### config.mk
export PLATFORM = sky130hd
export DESIGN_NAME = sk_pattern_recognizer
export DESIGN_NICKNAME = d
export VERILOG_FILES = /design/src/rtl/sk_pkg.sv /design/src/rtl/sk_next_state.sv /design/src/rtl/sk_out_decode.sv /design/src/rtl/sk_pattern_recognizer.sv
export SDC_FILE = /design/constraint.sdc
export NUM_CORES = 1
export LEC_CHECK = 0
export CORE_AREA = 2 2 39 41
export CTS_CLUSTER_SIZE = 30
export DETAILED_ROUTE_END_ITERATION = 8
export DIE_AREA = 0 0 41 43
export GPL_TIMING_DRIVEN = 0
export PLACE_DENSITY = 0.39
export SKIP_LAST_GASP = 1
export SYNTH_ARGS = -nofsm -noshare
export SYNTH_HDL_FRONTEND = slang
export SYNTH_SLANG_ARGS = --single-unit
### constraint.sdc
create_clock -name clk -period 1.4 [get_ports clk]
set_input_delay 0.42 -clock clk [delete_from_list [all_inputs] [get_ports clk]]
set_output_delay 0.42 -clock clk [all_outputs]
set_load 0.01 [all_outputs]
### src/rtl/sk_pkg.sv
// Package: shared state type for the serial recognizer.
// Assumes: seven states in total, so a 3-bit binary encoding is enough.
package sk_pkg;

    localparam int STATE_W = 3;

    // Each state names the longest useful suffix of the history seen so far.
    typedef enum logic [STATE_W-1:0] {
        ST_START  = 3'd0,  // nothing useful seen since reset
        ST_TAIL0  = 3'd1,  // history ends in 0, no 1 seen yet
        ST_TAIL01 = 3'd2,  // history ends in 0,1
        ST_HIT    = 3'd3,  // history ends in 0,1,0 (flag high)
        ST_TAIL1  = 3'd4,  // history ends in 1
        ST_TAIL10 = 3'd5,  // history ends in 1,0
        ST_LOCKED = 3'd6   // 1,0,0 seen: trap until reset
    } sk_state_e;

endpackage

### src/rtl/sk_next_state.sv
// Module: next-state function of the recognizer.
// Assumes: pure combinational logic; the caller applies reset.
module sk_next_state
    import sk_pkg::*;
(
    input  sk_state_e cur_state,
    input  logic      bit_in,
    output sk_state_e nxt_state
);

    // Purpose: pick the successor state from the present state and input bit.
    always_comb begin
        nxt_state = cur_state;
        unique case (cur_state)
            ST_START:  nxt_state = bit_in ? ST_TAIL1  : ST_TAIL0;
            ST_TAIL0:  nxt_state = bit_in ? ST_TAIL01 : ST_TAIL0;
            ST_TAIL01: nxt_state = bit_in ? ST_TAIL1  : ST_HIT;
            ST_HIT:    nxt_state = bit_in ? ST_TAIL01 : ST_LOCKED;
            ST_TAIL1:  nxt_state = bit_in ? ST_TAIL1  : ST_TAIL10;
            ST_TAIL10: nxt_state = bit_in ? ST_TAIL01 : ST_LOCKED;
            ST_LOCKED: nxt_state = ST_LOCKED;
            default:   nxt_state = ST_START;
        endcase
    end

endmodule

### src/rtl/sk_out_decode.sv
// Module: Moore output decode.
// Assumes: the state input comes straight from a register, so the flag is glitch-free.
module sk_out_decode
    import sk_pkg::*;
(
    input  sk_state_e cur_state,
    output logic      match_flag
);

    // Purpose: raise the flag only in the state that records a completed 0,1,0.
    always_comb begin
        match_flag = (cur_state == ST_HIT);
    end

endmodule

### src/rtl/sk_pattern_recognizer.sv
// Module: top of the serial 0,1,0 recognizer with a permanent 1,0,0 lockout.
// Assumes: x and rst_n are synchronous to clk; rst_n is active low and
// synchronous, and it overrides x.
module sk_pattern_recognizer
    import sk_pkg::*;
(
    input  logic clk,
    input  logic rst_n,
    input  logic x,
    output logic z
);

    sk_state_e state_q;
    sk_state_e state_d;

    sk_next_state u_next (
        .cur_state (state_q),
        .bit_in    (x),
        .nxt_state (state_d)
    );

    sk_out_decode u_dec (
        .cur_state  (state_q),
        .match_flag (z)
    );

    // Purpose: state register with synchronous reset taking priority over x.
    always_ff @(posedge clk) begin
        if (!rst_n) state_q <= ST_START;
        else        state_q <= state_d;
    end

    AST_RESET_CLEARS: assert property (@(posedge clk)
        !rst_n |=> (state_q == ST_START && !z));

    AST_MATCH_HISTORY: assert property (@(posedge clk) disable iff (!rst_n)
        z |-> (!$past(x,1) && $past(x,2) && !$past(x,3)));

    AST_LOCK_ON_KILL: assert property (@(posedge clk) disable iff (!rst_n)
        ($past(rst_n,1) && $past(rst_n,2) && $past(x,2) && !$past(x,1) && !x)
        |=> (state_q == ST_LOCKED));

    AST_LOCK_STICKY: assert property (@(posedge clk) disable iff (!rst_n)
        (state_q == ST_LOCKED) |=> (state_q == ST_LOCKED && !z));

    AST_REUSE_OVERLAP: assert property (@(posedge clk) disable iff (!rst_n)
        (z && x) |=> (state_q == ST_TAIL01));

endmodule

=== Yosys cells after proc, flatten, opt, wreduce, memory -nomap -nowiden ===
Cells that the tools add are included.

* Multiplexer cells: 6
* Reduce and logical (&&, ||, !) cells: 2
* Equal/unequal tests: 6

{| class="wikitable"
|+ Operators with widths
! kind !! count
|-
| $pmux W3 S6 || 1
|-
| $eq A3 B3 Y1 const B || 3
|-
| $mux W3 || 3
|-
| $eq A3 B2 Y1 const B || 2
|-
| $eq A3 B1 Y1 const B || 1
|-
| $logic_not A3 Y1 || 1
|-
| $mux W2 || 1
|-
| $reduce_or A2 Y1 || 1
|-
| $mux W1 || 1
|}

* Input bits: 3
* Output and inout port bits: 1
* Register bits: 3
* Word-level logic and storage cells: 15

=== Longest topological paths before layout ===
Gate-level depths: netlist of run 1.

* Depth in word-level cells: 3
* Mapped depth: 3

=== By module ===
From an unflattened synthesis of run 1, not the netlist that was laid out.

* Cell total of the unflattened synthesis: 16
* Area total of the unflattened synthesis: 143.9 um^2

{| class="wikitable"
|+ Modules (own cells, without submodules)
! module !! cells each !! times used !! area an instance (um^2)
|-
| sk_pattern_recognizer || 6 || 1 || 78.8
|-
| sk_next_state || 9 || 1 || 56.3
|-
| sk_out_decode || 1 || 1 || 8.8
|}

=== Worst setup path before layout of run 1 ===
Ideal clock, no wire load.

* Kind: reg2out
* From: register state_q[0]
* To: output z
* Required time: 0.980 ns
* Slack: 0.361 ns
* Path buffers: 0
* Stages on the path, launching flop included: 3
* Arrival: 0.619 ns
* Cell sequence: dfxtp_1 -> nand2_1 -> nor2_1

* Word-level cells in the longest chain between the ends: 1

{| class="wikitable"
|+ Ends and longest elaborated chain
! item !! line !! source
|-
| from (decl) || sk_pattern_recognizer.sv:13 || <nowiki>sk_state_e state_q;</nowiki>
|-
| from (signal assigned) || sk_pattern_recognizer.sv:30 || <nowiki>else state_q <= state_d;</nowiki>
|-
| $eq A3 B2 Y1 || sk_out_decode.sv:12 || <nowiki>match_flag = (cur_state == ST_HIT);</nowiki>
|-
| to (decl) || sk_pattern_recognizer.sv:10 || <nowiki>output logic z</nowiki>
|}

Every way passes these cells.

=== Worst setup path after layout of run 1 ===
* From: input x
* To: register state_q[1]

* Word-level cells in the longest chain between the ends: 2
* Elaborated cells between the ends (all ways): 3

{| class="wikitable"
|+ Ends and longest elaborated chain
! item !! line !! source
|-
| from (decl) || sk_pattern_recognizer.sv:9 || <nowiki>input logic x,</nowiki>
|-
| $mux W3 / $mux W2 (equally long branches) || sk_next_state.sv:17, sk_next_state.sv:16 ||
|-
| $pmux W3 S6 (*) || sk_next_state.sv:14 || <nowiki>unique case (cur_state)</nowiki>
|}

Mark *: on every way between the ends. The rest lies on a longest branch, timed or not.
A chain may end at the register's enable or synchronous reset.

==> impl_metrics.yaml, run 1 <==
cts:
  cts.htree.levels: 1
  clkLatencyLatePin_ns: 0.23
  ctsLongestPathBuffers: 2
  post-cts-setup-buffers: 0
  cts_root_buffer: "clkbuf_4"
  clock_tree_from_tritoncts: "yes"
  clock_sinks: 3
  numCtsBuffers: 3
  clk_pin_slew_worst_paths_ns: 0.04
logic_synthesis:
  async_set_reset_flop_share_out_of_synthesis_pct: 0
  ys.flop_type: "dfxtp_1"
  ys_seq_area_share_pct: 39.34
  yosysTopAreaCell: "dfxtp_1"
  synth_area_um2: 152.6
  synth_warnings: 0
  number_of_synthesized_register_bits: 3
  yosys-top-cells-count: "3 x dfxtp_1, 3 x nor2_1, 2 x nand2_1, 2 x o21ai_0"
  synth_edf_count: 0
  mapped_nets: 20
  postSynthAreaPerCell_um2: 8.979
  yosys.cell_types.count: 11
  yosys.area.top_type_share_pct: 39.34
  post_synth_main_area_contributors: "dfxtp_1 39%, nor3b_2 8.2%, nor2_1 7.4%, maj3_1 6.6%, o21ai_0 6.6%"
  syn_inst: 17
sta:
  finalCritPeriodShare_pct: 96.63
  final_period_minus_worst_setup_slack_ns: 1.353
  skew_ns: 0.0004270
  setup_viol: 0
  fmax_mhz: 739.2
  pins_over_their_slew_limit: 0
  worst_slew_pin_slew_ns: 0.2221
  post-route-worst-setup-slack_ns: 0.04711
  final.hold.worst_slack_ns: 0.4960
  hold_violations: 0
  max-slew-margin-rel_pct: 85.09
  grt_setup_unrepaired: "no"
route:
  drc_violation_count_after_routing: 0
  first_pass_detailed_route_iteration_total: 2
  drt-initial-drc-count: 3
  avgRoutedWirePerCell_um: 7.825
  postRouteAntennaNets: 0
  via_count: 144
  vias_per_cell: 3.600
  final_routed_wirelength_across_all_metal_layers_um: 313
hold_path:
  holdCritPathClass: "register to register"
worst_setup_path:
  setup.worst_path.class: "primary input to register"
  cp.arrival_ns: 1.48
  worstSetupStartpointType: "primary input"
  end_kind: "register"
  maximum_fanout_count_along_the_critical_path: 5
  data_required_time_of_the_worst_path_ns: 1.52
  cpMaxStageDelayCell: "clkdlybuf4s50_1"
  max_stage_delay_ns: 0.49
  crit_family: "buffers and inverters"
  crit_path_cell_trace: "clkdlybuf4s50_1 > nor2b_2 > o21ba_1 > a311oi_1"
  crit_buf_inv: 1
power_and_ir_drop:
  p_sw_share_pct: 22.12
  intPower_uw: 213.3
  max-vdd-ir-drop_mv: 0.3179
  power.static_leakage_nw: 0.08664
  sequentialPowerShare_pct: 36.0
  power.density_cell_area_nw_per_um2: 1183
  p_switching_uw: 60.58
  finalPower_uw: 273.9
  clock_network_power_share_pct: 54.3
  share_comb_of_total_power_pct: 9.7
grt:
  grt_max_degree: 8
  global_route_wire_length_before_repair_um: 434
  vias_in_the_first_global_route: 122
  antenna_found_initial: 0
  grt.total_usage_pct: 4.309
  globalRoute.totalOverflow: 0
floorplanning:
  placementRows: 14
  dieWidth_um: 41
  io_pins: 4
  floorplan.die.height_um: 43
  effective_utilization_at_floorplan_pct: 11.03
  dieArea_um2: 1763
  placeable_core_region_um2: 1384
place:
  pre_cts_ws_ns: -0.1889
  gp_congestion: 0.5330
  count_of_input_and_output_buffers: 3
cells_and_area:
  largest_register_ffs: 3
  utilization_pct: 16.73
  final_net_count: 28
  largest_registers: "state_q: 3 flops"
  top_register: "state_q"
  area_overhead_vs_synth_pct: 51.64
  filler_cell_count: 153
  drive_above_1_share_pct: 33.33
  n_diodes: 0
flow_run:
  cap_viol_max_count: 0
status:
  run_status: "finished, final reports clean"
-- power by group through the flow --
stage | sequential (mW) | combinational (mW) | clock (mW)
after detailed placement | 0.101 | 0.0273 | 0
after floorplan | 0.0998 | 0.0165 | 0
after CTS | 0.0987 | 0.0270 | 0.159
final | 0.0987 | 0.0265 | 0.149
after global routing | 0.100 | 0.0294 | 0.161
after global placement | 0.101 | 0.0262 | 0
-- cell type report --
| class | instances | area, µm² | area share [%] |
|---|---|---|---|
| multi-input cells | 14 | 92.59 | 40.00 |
| flip-flops and latches | 3 | 67.56 | 29.19 |
| clock buffers | 4 | 26.28 | 11.35 |
| repair buffers | 3 | 25.02 | 10.81 |
| well taps | 16 | 20.02 | 8.649 |
-- cell families after synthesis --
group                      after synthesis  share of synthesized area, %
DFF                                      3                         39.35
and+or+nand+nor                          7                         26.23
AOI/OAI and AO/OA                        6                         27.87
adders and majority gates                1                         6.558
-- cell usage in the layout (no fill, tap or decap) --
cell type	n
nor2_1	3
dfxtp_1	1
a31oi_1	1
nor3b_2	1
clkbuf_1	1
a311oi_1	1
o21ba_1	1
o21ai_0	2
a21boi_0	1
clkdlybuf4s50_1	2
nand2_1	2
dfxtp_4	2
maj3_1	1
buf_2	1
clkbuf_4	3
nor2b_2	1
-- path summary, 6_finish.rpt --
| check | from | end | slack [ns] | cells past startpoint |
|---|---|---|---|---|
| worst max-delay path | x | state_q[1]$_SDFF_PN0_ | 0.05 | 4 |
| worst min-delay path | state_q[0]$_SDFF_PN0_ | state_q[1]$_SDFF_PN0_ | 0.50 | 1 |
| worst max register to register | state_q[1]$_SDFF_PN0_ | state_q[0]$_SDFF_PN0_ | 0.44 | 2 |
| worst min register to register | state_q[0]$_SDFF_PN0_ | state_q[1]$_SDFF_PN0_ | 0.50 | 1 |
-- stage by stage --
| stage | setup TNS [ns] | instance area (µm²) | std cells |
|---|---|---|---|
| after floorplan | 0 | 152.6 | 17 |
| after global placement | -0.3897 | 202.7 | 36 |
| after detailed placement | -0.4491 | 202.7 | 36 |
| after CTS | 0 | 231.5 | 40 |
| after global routing | 0 | 231.5 | 40 |
| final | 0 | 231.5 | 40 |
-- metal layers --
metal,part of all wire [%],track usage [%]
met1,45,5.431
met2,43,3.438
met3,11,1.571
met4,0,8.000
met5,0,0
-- repair_timing --
action / 4_1_cts / 5_1_grt
hold buffers: 0 / 0
gates resized for setup: 8 / 0
setup endpoints to repair: 1 / 0
No activity file was read; power rests on OpenSTA's default activity.
==> run 2: changes to the inputs <==
CTS_CLUSTER_DIAMETER = 100   (was unset)
SKIP_CTS_REPAIR_TIMING = 1   (was unset)
==> run 2 against run 1 <==
  * Register-to-register slack hardly changed
  * First-iteration DRC count unchanged
  * Die area did not move
  * Combinational power about the same
  * Non-clock buffer count did not move
  * Clock-buffer cell count unchanged
  * Utilization shrank 0.36 points
  * Critical path type unchanged
  * Highest routed layer unchanged
==> impl_metrics.yaml, run 2 (synthesis results as in run 1) <==
status:
  run_status: "finished, final reports clean"
floorplanning:
  dieArea_um2: 1763
  placeable_core_region_um2: 1384
  floorplan.die.height_um: 43
  dieWidth_um: 41
  effective_utilization_at_floorplan_pct: 11.03
  io_pins: 4
  placementRows: 14
sta:
  fmax_mhz: 737.6
  grt_setup_unrepaired: "no"
  finalCritPeriodShare_pct: 96.84
  post-route-worst-setup-slack_ns: 0.04420
  setup_viol: 0
  max-slew-margin-rel_pct: 85.01
  skew_ns: 0.00001475
  hold_violations: 0
  worst_slew_pin_slew_ns: 0.2234
  pins_over_their_slew_limit: 0
  final_period_minus_worst_setup_slack_ns: 1.356
hold_path:
  worst_hold_launch: "state_q[1]$_SDFF_PN0_"
  holdCritPathClass: "register to register"
worst_setup_path:
  maximum_fanout_count_along_the_critical_path: 5
  end_kind: "register"
  setup.reg_to_reg.worst_slack_ns: 0.44
  worstSetupStartpointType: "primary input"
  crit_path_start: "x"
  critical_register_to_register_path_startpoint: "state_q[2]$_SDFF_PN0_"
  setup.worst_path.class: "primary input to register"
  data_required_time_of_the_worst_path_ns: 1.53
  cp.arrival_ns: 1.48
power_and_ir_drop:
  max-vdd-ir-drop_mv: 0.3123
  power.static_leakage_nw: 0.08510
  power.density_cell_area_nw_per_um2: 1219
cells_and_area:
  largest_register_ffs: 3
  top_register: "state_q"
  design_area_um2: 226.5
  largest_registers: "state_q: 3 flops"
  final_net_count: 28
  mostFrequentLayoutCells: "3 x nor2_1, 3 x clkbuf_4"
  area_overhead_vs_synth_pct: 48.36
  drive_above_1_share_pct: 33.33
  n_diodes: 0
grt:
  grt_max_degree: 8
  antenna_found_initial: 0
  global_route_wire_length_before_repair_um: 434
  globalRoute.totalOverflow: 0
  vias_in_the_first_global_route: 122
  grt.total_usage_pct: 4.309
route:
  via_count: 147
  drc_violation_count_after_routing: 0
  avgRoutedWirePerCell_um: 7.925
  first_pass_detailed_route_iteration_total: 2
  drt-initial-drc-count: 3
  postRouteAntennaNets: 0
  vias_per_cell: 3.675
  final_routed_wirelength_across_all_metal_layers_um: 317
cts:
  clkLatencyLatePin_ns: 0.23
  cts.htree.levels: 1
  cts_root_buffer: "clkbuf_4"
  clock_sinks: 3
  numCtsBuffers: 3
  clock_tree_from_tritoncts: "yes"
  clk_pin_slew_worst_paths_ns: 0.04
  ctsLongestPathBuffers: 2
place:
  post_dp_area_um2: 202.7
  count_of_input_and_output_buffers: 3
  pre_cts_ws_ns: -0.1889
  gp_congestion: 0.5330
flow_run:
  cap_viol_max_count: 0
-- run 2: per-stage QoR --
stage | cells | utilization [%] | power (mW) | setup TNS (ns) | hold slack [ns]
after global routing | 40 | 16.37 | 0.2918 | 0 | 0.5273
after CTS | 40 | 16.55 | 0.2867 | -0.3980 | 0.5584
final | 40 | 16.37 | 0.2760 | 0 | 0.5101
after floorplan | 17 | - | 0.1163 | 0 | 0.4895
after detailed placement | 36 | 14.65 | 0.1287 | -0.4491 | 0.5524
after global placement | 36 | 14.65 | 0.1275 | -0.3897 | 0.5446
-- run 2: area by class of cell --
class / instances / area, µm²
timing repair buffer: 3 / 25.02
sequential: 3 / 62.56
multi-input combinational: 14 / 92.59
tap: 16 / 20.02
clock buffer: 4 / 26.28
fill: 154 / 1157
-- run 2: critical path, stage by stage --
cell and delay, ns:
clkdlybuf4s50_1 0.49, nor2b_2 0.19, o21ba_1 0.17, a311oi_1 0.21
-- run 2: worst paths after layout --
| check | end | depth (start not counted) |
|---|---|---|
| setup / recovery | state_q[1]$_SDFF_PN0_ | 4 |
| hold / removal | state_q[1]$_SDFF_PN0_ | 1 |
| setup reg to reg | state_q[0]$_SDFF_PN0_ | 2 |
| hold reg to reg | state_q[1]$_SDFF_PN0_ | 1 |
-- run 2: power by group --
group | internal [mW] | switching [mW]
Sequential | 0.0925 | 0.00845
Clock | 0.107 | 0.0419
Combinational | 0.0163 | 0.0102
Total | 0.215 | 0.0606
-- run 2: metal layers --
metal  part of all wire, %  track usage (%)
met5                     0                0
met4                     0            8.000
met3                    11            1.571
met2                    43            3.438
met1                    46            5.431
==> run 3: changes to the inputs <==
CTS_BUF_LIST = sky130_fd_sc_hd__clkbuf_4 sky130_fd_sc_hd__clkbuf_8 sky130_fd_sc_hd__clkbuf_16   (was unset)
==> run 3 against run 2 <==
  * Utilization is 0.27 points higher
  * Worst setup slack improved by 0.0017 ns
  * First-iteration DRC count stayed put
  * Largest cell class unchanged
==> impl_metrics.yaml, run 3 (synthesis results as in run 1) <==
cts:
  clock_tree_from_tritoncts: "yes"
  numCtsBuffers: 3
  ctsLongestPathBuffers: 2
  clock_sinks: 3
  cts.htree.levels: 1
  cts_root_buffer: "clkbuf_4"
  clk_pin_slew_worst_paths_ns: 0.04
  clkLatencyLatePin_ns: 0.23
sta:
  pins_over_their_slew_limit: 0
  skew_ns: 0.0001672
  final_period_minus_worst_setup_slack_ns: 1.354
  setup_viol: 0
  finalCritPeriodShare_pct: 96.72
  fmax_mhz: 738.5
  max-slew-margin-rel_pct: 85.21
  grt_setup_unrepaired: "no"
  hold_violations: 0
  worst_slew_pin_slew_ns: 0.2203
power_and_ir_drop:
  p_switching_uw: 59.47
  max-vdd-ir-drop_mv: 0.3103
  intPower_uw: 234.6
  clock_network_power_share_pct: 56.7
  share_comb_of_total_power_pct: 9.0
  p_sw_share_pct: 20.22
  power.static_leakage_nw: 0.08852
  finalPower_uw: 294.1
  power.density_cell_area_nw_per_um2: 1277
  sequentialPowerShare_pct: 34.3
route:
  drt-initial-drc-count: 3
  vias_per_cell: 3.700
  avgRoutedWirePerCell_um: 7.825
  first_pass_detailed_route_iteration_total: 2
  drc_violation_count_after_routing: 0
  final_routed_wirelength_across_all_metal_layers_um: 313
  via_count: 148
  postRouteAntennaNets: 0
floorplanning:
  dieArea_um2: 1763
  effective_utilization_at_floorplan_pct: 11.03
  placeable_core_region_um2: 1384
  placementRows: 14
  dieWidth_um: 41
  floorplan.die.height_um: 43
  io_pins: 4
place:
  count_of_input_and_output_buffers: 3
  gp_congestion: 0.5330
  place.detailed.instances: 36
cells_and_area:
  largest_registers: "state_q: 3 flops"
  drive_above_1_share_pct: 37.50
  filler_cell_count: 152
  top_register: "state_q"
  n_diodes: 0
  final_net_count: 28
  final_common_cell: "clkbuf_4"
  final_cell_count_no_fill: 40
  area_overhead_vs_synth_pct: 50.82
  largest_register_ffs: 3
  mostFrequentLayoutCells: "4 x clkbuf_4, 3 x nor2_1"
worst_setup_path:
  worstSetupStartpointType: "primary input"
  maximum_fanout_count_along_the_critical_path: 5
  setup.reg_to_reg.worst_slack_ns: 0.44
  setup.worst_path.class: "primary input to register"
  cp.arrival_ns: 1.48
  end_kind: "register"
  data_required_time_of_the_worst_path_ns: 1.52
grt:
  grt.total_usage_pct: 4.309
  grt_max_degree: 8
  vias_in_the_first_global_route: 122
  global_route_wire_length_before_repair_um: 434
  antenna_found_initial: 0
  globalRoute.totalOverflow: 0
flow_run:
  cap_viol_max_count: 0
hold_path:
  holdCritPathClass: "register to register"
status:
  run_status: "finished, final reports clean"
run 3: layout make-up:
type	instances	area, µm²	area share, %
Multi-Input combinational cell	14	92.59	40.22
Timing Repair Buffer	3	25.02	10.87
Clock buffer	4	30.03	13.04
Tap cell	16	20.02	8.696
Sequential cell	3	62.56	27.17
run 3: path summary, 6_finish.rpt:
path,from,end,cells past startpoint
setup / recovery,x,state_q[1]$_SDFF_PN0_,4
hold / removal,state_q[1]$_SDFF_PN0_,state_q[1]$_SDFF_PN0_,1
setup reg to reg,state_q[2]$_SDFF_PN0_,state_q[0]$_SDFF_PN0_,2
hold reg to reg,state_q[1]$_SDFF_PN0_,state_q[1]$_SDFF_PN0_,1
run 3: worst max-delay path: stages:
cell and delay [ns]:
clkdlybuf4s50_1 0.49, nor2b_2 0.19, o21ba_1 0.17, a311oi_1 0.20
run 3: routing by layer:
layer | part of all wire [%] | GRT usage, % | up-vias
met5 | 0 | 0 | -
li1 | - | - | 76
met4 | 0 | 8.000 | 0
met2 | 42 | 3.438 | 4
met3 | 11 | 1.571 | 0
met1 | 46 | 5.431 | 68
run 3: power by group through the flow:
stage / Sequential [mW] / Combinational (mW) / Clock [mW]
after floorplan: 0.0998 / 0.0165 / 0
after global placement: 0.101 / 0.0262 / 0
after detailed placement: 0.101 / 0.0273 / 0
after CTS: 0.100 / 0.0273 / 0.177
after global routing: 0.102 / 0.0294 / 0.180
final: 0.101 / 0.0265 / 0.167
run 3: stage by stage:
step	hold WS [ns]	cell area [µm²]	setup TNS, ns	worst slack, ns	util [%]
after floorplan	0.4895	152.6	0	0.3607	-
after global placement	0.5446	202.7	-0.3897	-0.1809	14.65
after detailed placement	0.5524	202.7	-0.4491	-0.1889	14.65
after CTS	0.5584	232.7	-0.3955	-0.3955	16.82
after global routing	0.5273	230.2	0	0.002478	16.64
final	0.5091	230.2	0	0.04585	16.64
